$ cat src/rtl/lkd_pkg.sv
package lkd_pkg;
   // Carrier-recovery detector choice driven by the lock decision
   typedef enum logic {
      DET_PHASE_FREQ = 1'b0,
      DET_PHASE_ONLY = 1'b1
   } det_mode_e;
endpackage

$ cat src/rtl/lkd_window_timer.sv
module lkd_window_timer #(
   parameter int MIN_WIN_LOG2 = 8,
   parameter int SEL_W        = 2
) (
   input  logic             clk,
   input  logic             rst_n,
   input  logic             sym_valid,
   input  logic [SEL_W-1:0] win_sel,
   output logic             win_end
);
   localparam int POS_W = MIN_WIN_LOG2 + (1 << SEL_W) - 1;

   logic [POS_W-1:0] pos;
   logic [POS_W:0]   len_m1;

   always_comb begin
      len_m1  = ((POS_W+1)'(1) << (MIN_WIN_LOG2 + 32'(win_sel))) - (POS_W+1)'(1);
      win_end = sym_valid && ({1'b0, pos} >= len_m1);
   end

   always_ff @(posedge clk or negedge rst_n) begin
      if (!rst_n)       pos <= '0;
      else if (win_end) pos <= '0;
      else if (sym_valid) pos <= pos + 1'b1;
   end
endmodule

$ cat src/rtl/lkd_area_counter.sv
module lkd_area_counter #(
   parameter int CNT_W    = 8,
   parameter bit SATURATE = 1'b1
) (
   input  logic             clk,
   input  logic             rst_n,
   input  logic             sym_valid,
   input  logic             in_area,
   input  logic             win_end,
   output logic [CNT_W-1:0] run_cnt,
   output logic [CNT_W-1:0] win_total
);
   localparam logic [CNT_W-1:0] CNT_MAX = '1;

   logic             hit;
   logic [CNT_W-1:0] bumped;

   assign hit = sym_valid & in_area;

   generate
      if (SATURATE) begin : g_sat
         assign bumped = (run_cnt == CNT_MAX) ? run_cnt : run_cnt + 1'b1;
      end else begin : g_wrap
         assign bumped = run_cnt + 1'b1;
      end
   endgenerate

   assign win_total = hit ? bumped : run_cnt;

   always_ff @(posedge clk or negedge rst_n) begin
      if (!rst_n)       run_cnt <= '0;
      else if (win_end) run_cnt <= '0;
      else if (hit)     run_cnt <= bumped;
   end
endmodule

$ cat src/rtl/lkd_lock_decider.sv
module lkd_lock_decider #(
   parameter int CNT_W = 8
) (
   input  logic             clk,
   input  logic             rst_n,
   input  logic             win_end,
   input  logic [CNT_W-1:0] win_total,
   input  logic [CNT_W-1:0] thresh,
   output logic [CNT_W-1:0] held_cnt,
   output logic             lock
);
   always_ff @(posedge clk or negedge rst_n) begin
      if (!rst_n) begin
         held_cnt <= '1;
         lock     <= 1'b0;
      end else if (win_end) begin
         held_cnt <= win_total;
         lock     <= (win_total <= thresh);
      end
   end
endmodule

$ cat src/rtl/area_lock_detector.sv
module area_lock_detector
   import lkd_pkg::*;
#(
   parameter int CNT_W        = 8,
   parameter int SEL_W        = 2,
   parameter int MIN_WIN_LOG2 = 8,
   parameter bit SATURATE     = 1'b1
) (
   input  logic             clk,
   input  logic             rst_n,
   input  logic             sym_valid,
   input  logic             in_area,
   input  logic [SEL_W-1:0] win_sel,
   input  logic [CNT_W-1:0] lock_thresh,
   output logic [CNT_W-1:0] area_count,
   output logic             lock,
   output logic             det_sel
);
   generate
      if (CNT_W < 2 || CNT_W > 16) begin : g_bad_cnt
         $error("area_lock_detector: CNT_W out of range");
      end
      if (SEL_W < 1 || SEL_W > 3) begin : g_bad_sel
         $error("area_lock_detector: SEL_W out of range");
      end
      if (MIN_WIN_LOG2 < 1 || MIN_WIN_LOG2 > 16) begin : g_bad_win
         $error("area_lock_detector: MIN_WIN_LOG2 out of range");
      end
   endgenerate

   logic             win_end;
   logic [CNT_W-1:0] run_cnt;
   logic [CNT_W-1:0] win_total;
   det_mode_e        det_mode;

   lkd_window_timer #(.MIN_WIN_LOG2(MIN_WIN_LOG2), .SEL_W(SEL_W)) u_timer (
      .clk(clk), .rst_n(rst_n), .sym_valid(sym_valid), .win_sel(win_sel),
      .win_end(win_end)
   );

   lkd_area_counter #(.CNT_W(CNT_W), .SATURATE(SATURATE)) u_count (
      .clk(clk), .rst_n(rst_n), .sym_valid(sym_valid), .in_area(in_area),
      .win_end(win_end), .run_cnt(run_cnt), .win_total(win_total)
   );

   lkd_lock_decider #(.CNT_W(CNT_W)) u_decide (
      .clk(clk), .rst_n(rst_n), .win_end(win_end), .win_total(win_total),
      .thresh(lock_thresh), .held_cnt(area_count), .lock(lock)
   );

   assign det_mode = lock ? DET_PHASE_ONLY : DET_PHASE_FREQ;
   assign det_sel  = det_mode;
endmodule

$ cat config.mk
export PLATFORM = sky130hd
export DESIGN_NAME = area_lock_detector
export DESIGN_NICKNAME = d
export VERILOG_FILES = /design/src/rtl/lkd_pkg.sv /design/src/rtl/lkd_window_timer.sv /design/src/rtl/lkd_area_counter.sv /design/src/rtl/lkd_lock_decider.sv /design/src/rtl/area_lock_detector.sv
export SDC_FILE = /design/constraint.sdc
export NUM_CORES = 1
export LEC_CHECK = 0
export BUFFER_PORTS_ARGS = -buffer_cell sky130_fd_sc_hd__buf_2
export CAP_MARGIN = 20
export CORE_ASPECT_RATIO = 0.75
export CORE_MARGIN = 2
export CORE_UTILIZATION = 56
export CTS_BUF_LIST = sky130_fd_sc_hd__clkbuf_16
export CTS_CLUSTER_DIAMETER = 150
export CTS_CLUSTER_SIZE = 28
export DETAILED_ROUTE_END_ITERATION = 10
export GPL_TIMING_DRIVEN = 0
export PLACE_DENSITY = 0.79
export SYNTH_ARGS = -nofsm -noshare
export SYNTH_HDL_FRONTEND = slang
export SYNTH_SLANG_ARGS = --single-unit
$ cat constraint.sdc
create_clock -name clk -period 3.13 [get_ports clk]
set_input_delay 0.1565 -clock clk [delete_from_list [all_inputs] [get_ports clk]]
set_output_delay 0.1565 -clock clk [all_outputs]
set_load 0.05 [all_outputs]
==> reports/results.ini, run 1 <==
[layout]
syn_to_final_growth_pct = 15.88
nNetsFinal = 221
fill_cells = 202
final_area_mm2 = 0.001853
drive_gt1_share_pct = 26.56
num_antenna_cells = 0

[critical_path]
startpoint_type = register
path_cells = and2_1, nand4_2, o21bai_2, mux2i_2, inv_1, ha_1, nor2b_1, o211ai_1, a21oi_1, a2111oi_1, o22a_1
rr_worst_depth = 11
timing.rr.end = u_decide.lock$_DFFE_PN0P_
end_kind = register
crit_type = reg2reg
max_stage_delay_ps = 430
cpMaxStageDelayCell = dfrtp_1
rr_startpoint = u_count.run_cnt[3]$_DFF_PN0_
required_ps = 3330
crit_fanout = 5
critPathTopFamily = compound AO/OA/AOI/OAI gates
cp.arrival_ps = 3050
cp_num_buf_inv = 1
r2r_setup_slack_ps = 280

[clock_network]
clkTransAtPathRegs_ps = 70
cts_tree = yes
clock_path_buffers = 2
post-cts-setup-buffer-count = 0
cts_root_buf = clkbuf_16
cts_max_level = 1
clock_sinks = 28
cts_buffers = 3
clk_latency_ps = 260

[sta]
finClkSkew_ps = 6.802
slew_violations = 0
worst_pin_slew_ps = 616.8
slew_headroom_pct = 58.88
max_freq_mhz = 351.1
fin_crit_ps = 2848
hold_viol = 0
setup_violations = 0
setup-tns-final_ps = 0
fin_crit_sh_pct = 91.00
rsz0062_at_grt = false

[yosys]
synth_seq_cells = 28
avgSynthCellArea_um2 = 9.691
synthXorXnorAreaFrac_pct = 5.477
yosys.cell_types.count = 37
muxShareOfSynthArea_pct = 4.069
synth_top_area_cell = dfrtp_1
synth_cells = 165
synth_fp_nets = 192
synthTopCellsByArea = dfrtp_1 31%, dfstp_2 13%, ha_1 10%, nor2_1 4.7%, nand2_1 4.2%
syn_area_mm2 = 0.001599
synth_top_area_share_pct = 31.30
synth_edf_count = 0
synth_async_sr_flop_share_pct = 100.0
yosys_warnings = 0
synth_common_cells = 20 x dfrtp_1, 20 x nor2_1, 18 x nand2_1
synthFlopType = dfrtp_1
synth-simple-area-share_pct = 20.11
synthAdderAreaFrac_pct = 10.17
synth_compound_area_share_pct = 10.49
synth_top_family_by_area = simple AND/OR/NAND/NOR gates
yosysSeqAreaShare_pct = 44.44

[drt]
drt_iter0_drc = 90
wl_per_cell_um = 14.64
drc = 0
wl_mm = 3.339
vias = 1273
postRouteAntennaNets = 0
dr.pass1.iters = 4
vias_per_cell = 5.583

[floorplanning]
die_width_um = 65.70
initial_core_util_pct = 60.06
boundaryPins = 24
die-height_um = 50.28
die-area_mm2 = 0.003303
std_cell_rows = 16
core_area_mm2 = 0.002663

[min_path]
worstHoldPathCells = 3
min_from = sym_valid
hold_path.class = in2reg
holdPathEnd = u_timer.pos[1]$_DFFE_PN0P_

[pwr]
powerDensity_mw_per_mm2 = 634.3
p_seq_share_pct = 45.1
leakage_uw = 0.0009459
clock_power_share_pct = 24.1
power.switching_uw = 408.2
switching_share_pct = 34.73
p_comb_share_pct = 30.8
ir_drop_uv = 483.6
internal_power_uw = 767.3

[grt]
grt_pass1_wl_mm = 5.865
grt_pass1_vias = 1293
antenna_found_initial = 0
grt_max_degree = 29
grt_util_all_layers_pct = 23.49
gr-total-overflow = 0

[place]
hpwl_mm = 2.462
gp_congestion = 0.8280
io_buffers = 23
placed_cell_area_mm2 = 0.001759

[outcome]
status = complete, no violations

[job]
drv_cap = 0

-- layer usage --
metal  track usage (%)  routed length (um)
met1             30.84                1486
met3             5.605                 143
met5                 0                   0
met2             37.88                1655
met4             8.681                  54
-- logic make-up (layout without fill, tap and decap cells) --
logic type | Yosys count | count (layout)
AO/OA/AOI/OAI | 27 | 27
XOR/XNOR | 10 | 10
adder cells (fa/ha/maj) | 13 | 13
buffers and inverters | 18 | 45
flip-flops | 28 | 28
multiplexers | 6 | 6
AND/OR/NAND/NOR | 63 | 63
-- metrics by stage --
step | total power (uW) | util [%] | hold WS, ps | cells | worst slack (ps)
5_1_grt | 1271 | 69.60 | 373.6 | 228 | 47.35
3_5_place_dp | 877.7 | 66.07 | 209.9 | 224 | 169.0
3_3_place_gp | 845.2 | 66.07 | 199.0 | 224 | 352.5
2_1_floorplan | 774.7 | - | -139.1 | 165 | 668.8
4_1_cts | 1164 | 69.27 | 320.2 | 228 | 157.4
6_report | 1175 | 69.60 | 324.8 | 228 | 281.6
-- power by group through the flow --
stage / combinational [uW] / clock [uW] / sequential (uW)
after floorplan: 261 / 0 / 514
after global routing: 423 / 302 / 545
after global placement: 319 / 0 / 526
after detailed placement: 346 / 0 / 532
after CTS: 351 / 288 / 526
final: 362 / 283 / 531
-- state kept, by name, summed over array words and instances, names as in the netlist --
signal,flops
u_decide.lock,1
u_decide.held_cnt,8
u_timer.pos,11
u_count.run_cnt,8
-- cells in the final DEF (no fill, tap or decap), types with 3 or more instances in the layout --
cell,n
nor2_1,20
o21ai_0,7
xor2_1,6
nand4_1,5
dfrtp_1,20
xnor2_1,4
clkbuf_16,3
buf_2,24
a21oi_1,8
ha_1,13
inv_1,13
nand3_1,6
mux2_2,4
nand2_1,18
dfstp_2,8
and2_1,4
-- layout make-up --
class	instances	area, um2	area share (%)
Sequential cell	28	710.7	38.35
Timing Repair Buffer	24	125.1	6.752
Clock buffer	3	75.07	4.051
Tap cell	36	45.04	2.431
Inverter	13	48.80	2.633
Buffer	5	35.03	1.891
Multi-Input combinational cell	119	813.3	43.89
-- how the worst max path moves through the flow --
stage                                 to  depth (start not counted)  slack, ps                    startpoint
5_1_grt        u_decide.lock$_DFFE_PN0P_                         11         50  u_count.run_cnt[3]$_DFF_PN0_
3_3_place_gp   u_decide.lock$_DFFE_PN0P_                         11        350  u_count.run_cnt[3]$_DFF_PN0_
6_report       u_decide.lock$_DFFE_PN0P_                         11        280  u_count.run_cnt[3]$_DFF_PN0_
2_1_floorplan  u_decide.lock$_DFFE_PN0P_                         11        670  u_count.run_cnt[3]$_DFF_PN0_
4_1_cts        u_decide.lock$_DFFE_PN0P_                         11        160  u_count.run_cnt[3]$_DFF_PN0_
3_5_place_dp   u_decide.lock$_DFFE_PN0P_                         11        170  u_count.run_cnt[3]$_DFF_PN0_
-- repair_timing --
action,CTS,global route
hold endpoints to repair,20,0
hold buffers,1,0
gates resized for setup,0,3
endpoints found under the setup margin,0,1
-- worst reg2reg max path, delay by kind of cell (launching register included) --
| kind | cells | cell delay (ps) |
|---|---|---|
| AO/OA/AOI/OAI | 5 | 1150 |
| AND/OR/NAND/NOR | 3 | 520 |
| multiplexers | 1 | 320 |
| buffers and inverters | 1 | 70 |
| flip-flops | 1 | 430 |
| adder cells (fa/ha/maj) | 1 | 290 |
No activity file was read; power rests on OpenSTA's default activity.
==> run 2, diff against run 1 <==
Settings changed: GPL_TIMING_DRIVEN 0 to 1.
==> run 2 against run 1 <==
Global-route usage fell by 1.8 points; cell area down 0.74%; power grew 6.8%; die area unchanged.
==> reports/results.ini, run 2 (same netlist as run 1, synthesis figures left out) <==
[clock_network]
clock_path_buffers = 2  ; unchanged
clock_sinks = 28  ; unchanged
cts_buffers = 3  ; unchanged
cts_root_buf = clkbuf_16
cts_max_level = 1  ; unchanged
cts_tree = yes
cts_resized = 0  ; unchanged
clkTransAtPathRegs_ps = 70  ; about the same
clk_latency_ps = 260  ; about the same

[pwr]
leakage_uw = 0.0009389  ; -0.75%
powerDensity_mw_per_mm2 = 682.8  ; +7.6%
ir_drop_uv = 442.4  ; -8.5%

[drt]
wl_mm = 3.157  ; -5.5%
drc = 0  ; unchanged
drt_iter0_drc = 53  ; -41%
vias_per_cell = 5.491  ; -1.7%
vias = 1230  ; -3.4%
postRouteAntennaNets = 0  ; unchanged
wl_per_cell_um = 14.09  ; -3.8%
dr.pass1.iters = 4  ; unchanged

[layout]
layout_common_cells = 23 x buf_2, 20 x nor2_1, 20 x dfrtp_1
regMostFlops = u_timer.pos
nNetsFinal = 216  ; -2.3%
final_common_cell = buf_2
syn_to_final_growth_pct = 15.02
drive_gt1_share_pct = 24.47  ; -2.1 points
largest_reg_flops = 11  ; unchanged
num_antenna_cells = 0  ; unchanged
top_regs = u_timer.pos x11, u_count.run_cnt x8, u_decide.held_cnt x8

[floorplanning]
core_area_mm2 = 0.002663  ; unchanged
die_width_um = 65.70  ; unchanged
std_cell_rows = 16  ; unchanged
initial_core_util_pct = 60.06  ; unchanged
die-area_mm2 = 0.003303  ; unchanged
boundaryPins = 24  ; unchanged
die-height_um = 50.28  ; unchanged

[grt]
grt_max_degree = 29  ; unchanged
grt_pass1_vias = 1209  ; -6.5%
grt_pass1_wl_mm = 5.395  ; -8.0%
grt_util_all_layers_pct = 21.68  ; -1.8 points
antenna_found_initial = 0  ; unchanged
gr-total-overflow = 0  ; unchanged

[sta]
rsz0062_at_grt = false
hold_viol = 0  ; unchanged
finalWorstSetupSlack_ps = 339.3  ; +57.65 ps
slew_violations = 0  ; unchanged
slew_headroom_pct = 35.92  ; -23 points
setup_violations = 0  ; unchanged
fin_crit_ps = 2791  ; -57.65 ps
max_freq_mhz = 358.3  ; +2.1%
setup-tns-final_ps = 0  ; unchanged
fin_crit_sh_pct = 89.16  ; -1.8 points
finClkSkew_ps = 2.321  ; -4.482 ps
worst_pin_slew_ps = 948.7  ; +331.9 ps

[critical_path]
crit_fanout = 5  ; unchanged
cp.arrival_ps = 2990  ; -60 ps
critPathLaunch = u_count.run_cnt[3]$_DFF_PN0_
rr_startpoint = u_count.run_cnt[3]$_DFF_PN0_
crit_type = reg2reg
startpoint_type = register
required_ps = 3330  ; about the same
end_kind = register
r2r_setup_slack_ps = 340  ; +60 ps

[job]
drv_cap = 0  ; unchanged

[place]
io_buffers = 23  ; unchanged
gp_congestion = 0.8257  ; -0.28%
hpwl_mm = 2.287  ; -7.1%
pre_cts_slack_ps = 326.1  ; +157.2 ps

[outcome]
status = complete, no violations

[min_path]
min_from = sym_valid
hold_path.class = in2reg

## run 2: stage by stage
stage	power (uW)	cells	hold slack [ps]	cell area [um2]	utilization (%)
after global placement	841.9	219	189.7	1724	64.76
after CTS	1262	224	292.3	1839	69.08
after floorplan	774.7	165	-139.1	1599	-
after global routing	1343	224	302.0	1839	69.08
after detailed placement	875.3	219	196.7	1724	64.76
final	1256	224	295.1	1839	69.08
## run 2: worst max-delay path, stage by stage, from the launching register on
cell,delay [ps]
dfrtp_1,420
and2_1,180
nand4_2,160
o21bai_1,300
mux2i_1,320
inv_1,70
ha_1,300
nor2b_1,140
o211ai_1,150
a21oi_1,90
a2111oi_0,380
o22a_1,210
## run 2: layout make-up
type	count	area, um2
Timing Repair Buffer	24	125.1
Fill cell	215	823.3
Tap cell	36	45.04
Multi-Input combinational cell	119	804.5
Clock inverter	1	30.03
Clock buffer	3	75.07
Inverter	13	48.80
Sequential cell	28	710.7
## run 2: final timing paths
kind	cells after the start	end
setup reg to reg	11	u_decide.lock$_DFFE_PN0P_
hold / removal	3	u_timer.pos[1]$_DFFE_PN0P_
min in group asynchronous	2	u_count.run_cnt[7]$_DFF_PN0_
max in group asynchronous	2	u_timer.pos[7]$_DFFE_PN0P_
hold reg to reg	2	u_decide.held_cnt[2]$_DFFE_PN1P_
setup / recovery	11	u_decide.lock$_DFFE_PN0P_
## run 2: report_power, final
part | internal [uW] | switching [uW] | leakage [uW]
Clock | 254 | 117 | 0.0000511
Sequential | 443 | 89.0 | 0.000339
Combinational | 150 | 203 | 0.000548
Total | 847 | 409 | 0.000939
## run 2: what timing repair did
action | 4_1_cts | 5_1_grt
hold endpoints to repair | 20 | 0
buffers inserted | 0 | 0
hold buffers | 1 | 0
## run 2: metal layers
| layer | routed length [um] | track usage, % | share of wire [%] | up-vias |
|---|---|---|---|---|
| li1 | - | - | - | 610 |
| met2 | 1514 | 37.21 | 48 | 32 |
| met3 | 155 | 6.278 | 4.9 | 4 |
| met4 | 34 | 4.861 | 1.1 | 0 |
| met5 | 0 | 0 | 0 | - |
| met1 | 1454 | 27.07 | 46 | 584 |
==> run 3, diff against run 2 <==
Settings changed: ABC_AREA from default to 1, CORE_UTILIZATION 56 to 57.
==> run 3 against run 2 <==
Worst hold slack worse by 20 ps; wire length up 3.4%; clock-buffer cell count unchanged; largest cell class unchanged; via count up 17%; power up 10%; synthesized cell count up 38%; sequential cell count unchanged; critical path depth up 3; clock power down 24%; first-iteration DRC count down 1.9%.
==> reports/results.ini, run 3 <==
[outcome]
status = complete, no violations

[layout]
largest_reg_flops = 11  ; unchanged
final_common_cell = nand2_1
nNetsFinal = 279  ; +29%
top_regs = u_timer.pos x11, u_count.run_cnt x8, u_decide.held_cnt x8
syn_to_final_growth_pct = 11.55
layout_common_cells = 71 x nand2_1, 32 x inv_1, 23 x buf_2
num_antenna_cells = 0  ; unchanged
drive_gt1_share_pct = 19.12  ; -5.3 points
regMostFlops = u_timer.pos

[sta]
max_freq_mhz = 488.4  ; +36%
fin_crit_sh_pct = 65.41  ; -24 points
finClkSkew_ps = 2.085  ; -0.2364 ps
slew_headroom_pct = 59.96  ; +24 points
hold_viol = 0  ; unchanged
worst_pin_slew_ps = 600.6  ; -348.1 ps
fin_crit_ps = 2047  ; -743.2 ps
setup_violations = 0  ; unchanged
slew_violations = 0  ; unchanged
hold_slack_ps = 275.5  ; -19.62 ps
setup-tns-final_ps = 0  ; unchanged
finalWorstSetupSlack_ps = 1083  ; +743.2 ps
rsz0062_at_grt = false

[yosys]
synthTopCellsByArea = dfrtp_1 28%, nand2_1 15%, dfstp_2 12%, ha_1 9.1%, inv_1 6.7%
synth_seq_cells = 28  ; unchanged
synthFlopType = dfrtp_1
avgSynthCellArea_um2 = 7.836  ; -19%
yosys_warnings = 0  ; unchanged
synth_top_area_cell = dfrtp_1
synth.most_common_cell = nand2_1
synth_fp_nets = 255  ; +33%
yosysSeqAreaShare_pct = 39.78  ; -4.7 points
synth_common_cells = 71 x nand2_1, 32 x inv_1, 22 x nor2_1
yosys.cell_types.count = 30  ; -19%
synth_async_sr_flop_share_pct = 100.0  ; unchanged
syn_area_mm2 = 0.001787  ; +12%
synth_cells = 228  ; +38%
synth_edf_count = 0  ; unchanged
synth_top_area_share_pct = 28.01  ; -3.3 points

[critical_path]
end_kind = register
critPathLaunch = u_count.run_cnt[0]$_DFF_PN0_
rr_startpoint = u_count.run_cnt[0]$_DFF_PN0_
required_ps = 3280  ; -50 ps
crit_type = reg2reg
cp.arrival_ps = 2200  ; -790 ps
startpoint_type = register
crit_fanout = 4  ; -1

[grt]
grtUsageMet2_pct = 35.26  ; -1.9 points
gr-total-overflow = 0  ; unchanged
grt_use_met3_pct = 4.516  ; -1.8 points
grt_use_met1_pct = 28.34  ; +1.3 points
antenna_found_initial = 0  ; unchanged
grt_util_all_layers_pct = 21.13  ; -0.55 points
grt_pass1_vias = 1339  ; +11%
grt_pass1_wl_mm = 5.637  ; +4.5%
grt_max_degree = 29  ; unchanged
grt_busiest_layer = met2

[drt]
dr.pass1.iters = 5  ; +1
wl_per_cell_um = 11.29  ; -20%
vias = 1437  ; +17%
postRouteAntennaNets = 0  ; unchanged
vias_per_cell = 4.972  ; -9.4%
drt_iter0_drc = 52  ; -1.9%
drc = 0  ; unchanged
wl_mm = 3.263  ; +3.4%

[floorplanning]
std_cell_rows = 17  ; +1
die-height_um = 52.49  ; +4.4%
core_area_mm2 = 0.002957  ; +11%
boundaryPins = 24  ; unchanged
die_width_um = 68.65  ; +4.5%
die-area_mm2 = 0.003603  ; +9.1%
initial_core_util_pct = 60.43  ; +0.38 points

[clock_network]
cts_resized = 0  ; unchanged
clk_latency_ps = 260  ; about the same
clock_sinks = 28  ; unchanged
clock_path_buffers = 2  ; unchanged
clkTransAtPathRegs_ps = 60  ; about the same
cts_max_level = 1  ; unchanged
cts_buffers = 3  ; unchanged
cts_root_buf = clkbuf_16
cts_tree = yes

[place]
io_buffers = 23  ; unchanged
hpwl_mm = 2.497  ; +9.2%
gp_congestion = 0.8660  ; +4.9%
pre_cts_slack_ps = 1093  ; +767.0 ps

[pwr]
finalPower_uw = 1383  ; +10%
powerDensity_mw_per_mm2 = 693.9  ; +1.6%
leakage_uw = 0.001146  ; +22%
ir_drop_uv = 577.6  ; +31%

[job]
drv_cap = 0  ; unchanged

[min_path]
min_from = sym_valid
hold_path.class = in2reg

-- run 3: cell types whose count changed in the layout (fill, tap and decap cells not counted), moves of 3 or more --
cell     previous run  this run
nand3_1             6        14
o21ai_0             7         4
inv_1              13        32
xor2_1              6         3
mux2_2              4         0
nand2_1            18        71
and2_1              4         1
-- run 3: cell families after synthesis --
family	Yosys count	share of synthesized area [%]
compound gates	18	5.882
xor+xnor	5	2.451
fa+ha+maj	13	9.104
buf+inv	38	9.594
flops	28	39.78
simple gates	126	33.19
-- run 3: final timing paths --
path,cells after the start,slack [ps],end
max reg2reg,14,1080,u_decide.lock$_DFFE_PN0P_
min,3,280,u_timer.pos[1]$_DFFE_PN0P_
min in group asynchronous,2,440,u_timer.pos[8]$_DFFE_PN0P_
max in group asynchronous,2,2290,u_timer.pos[4]$_DFFE_PN0P_
min reg2reg,2,470,u_decide.held_cnt[0]$_DFFE_PN1P_
max,14,1080,u_decide.lock$_DFFE_PN0P_
-- run 3: final cells by class --
class | count | area, um2
fillers | 266 | 963.4
multi-input cells | 162 | 904.6
flip-flops and latches | 28 | 710.7
inverters | 33 | 126.4
repair buffers | 24 | 125.1
clock buffers | 3 | 75.07
well taps | 38 | 47.55
clock inverters | 1 | 3.754
-- run 3: per-stage QoR --
step / instances / utilization [%] / instance area [um2]
3_3_place_gp: 284 / 64.41 / 1904
5_1_grt: 289 / 67.41 / 1993
4_1_cts: 289 / 67.41 / 1993
6_report: 289 / 67.41 / 1993
3_5_place_dp: 284 / 64.41 / 1904
2_1_floorplan: 228 / - / 1787
-- run 3: metal layers --
layer / part of all wire (%) / wire, um
met5: 0 / 0
met4: 0.74 / 24
met3: 3.8 / 125
met2: 45 / 1457
met1: 51 / 1655
-- run 3: repair_timing --
| item | CTS | global route |
|---|---|---|
| hold endpoints to repair | 20 | 0 |
| setup buffers | 0 | 0 |
| hold buffers | 1 | 0 |
-- run 3: worst max-delay path: stages, from the launching register on --
cell	delay, ps
dfrtp_1	390
ha_1	200
nand2_1	80
nor2_2	200
nand4_1	110
nand2_1	140
inv_1	60
ha_1	260
nand2_1	80
nor2_1	160
nand2_1	70
nand2_1	50
nand2_1	40
nand2_1	50
nand2_1	50
-- run 3: where the power goes --
| group | total [uW] | internal (uW) | switching (uW) |
|---|---|---|---|
| Clock | 282 | 171 | 111 |
| Combinational | 540 | 162 | 379 |
| Sequential | 560 | 482 | 78.4 |
| Total | 1380 | 815 | 568 |
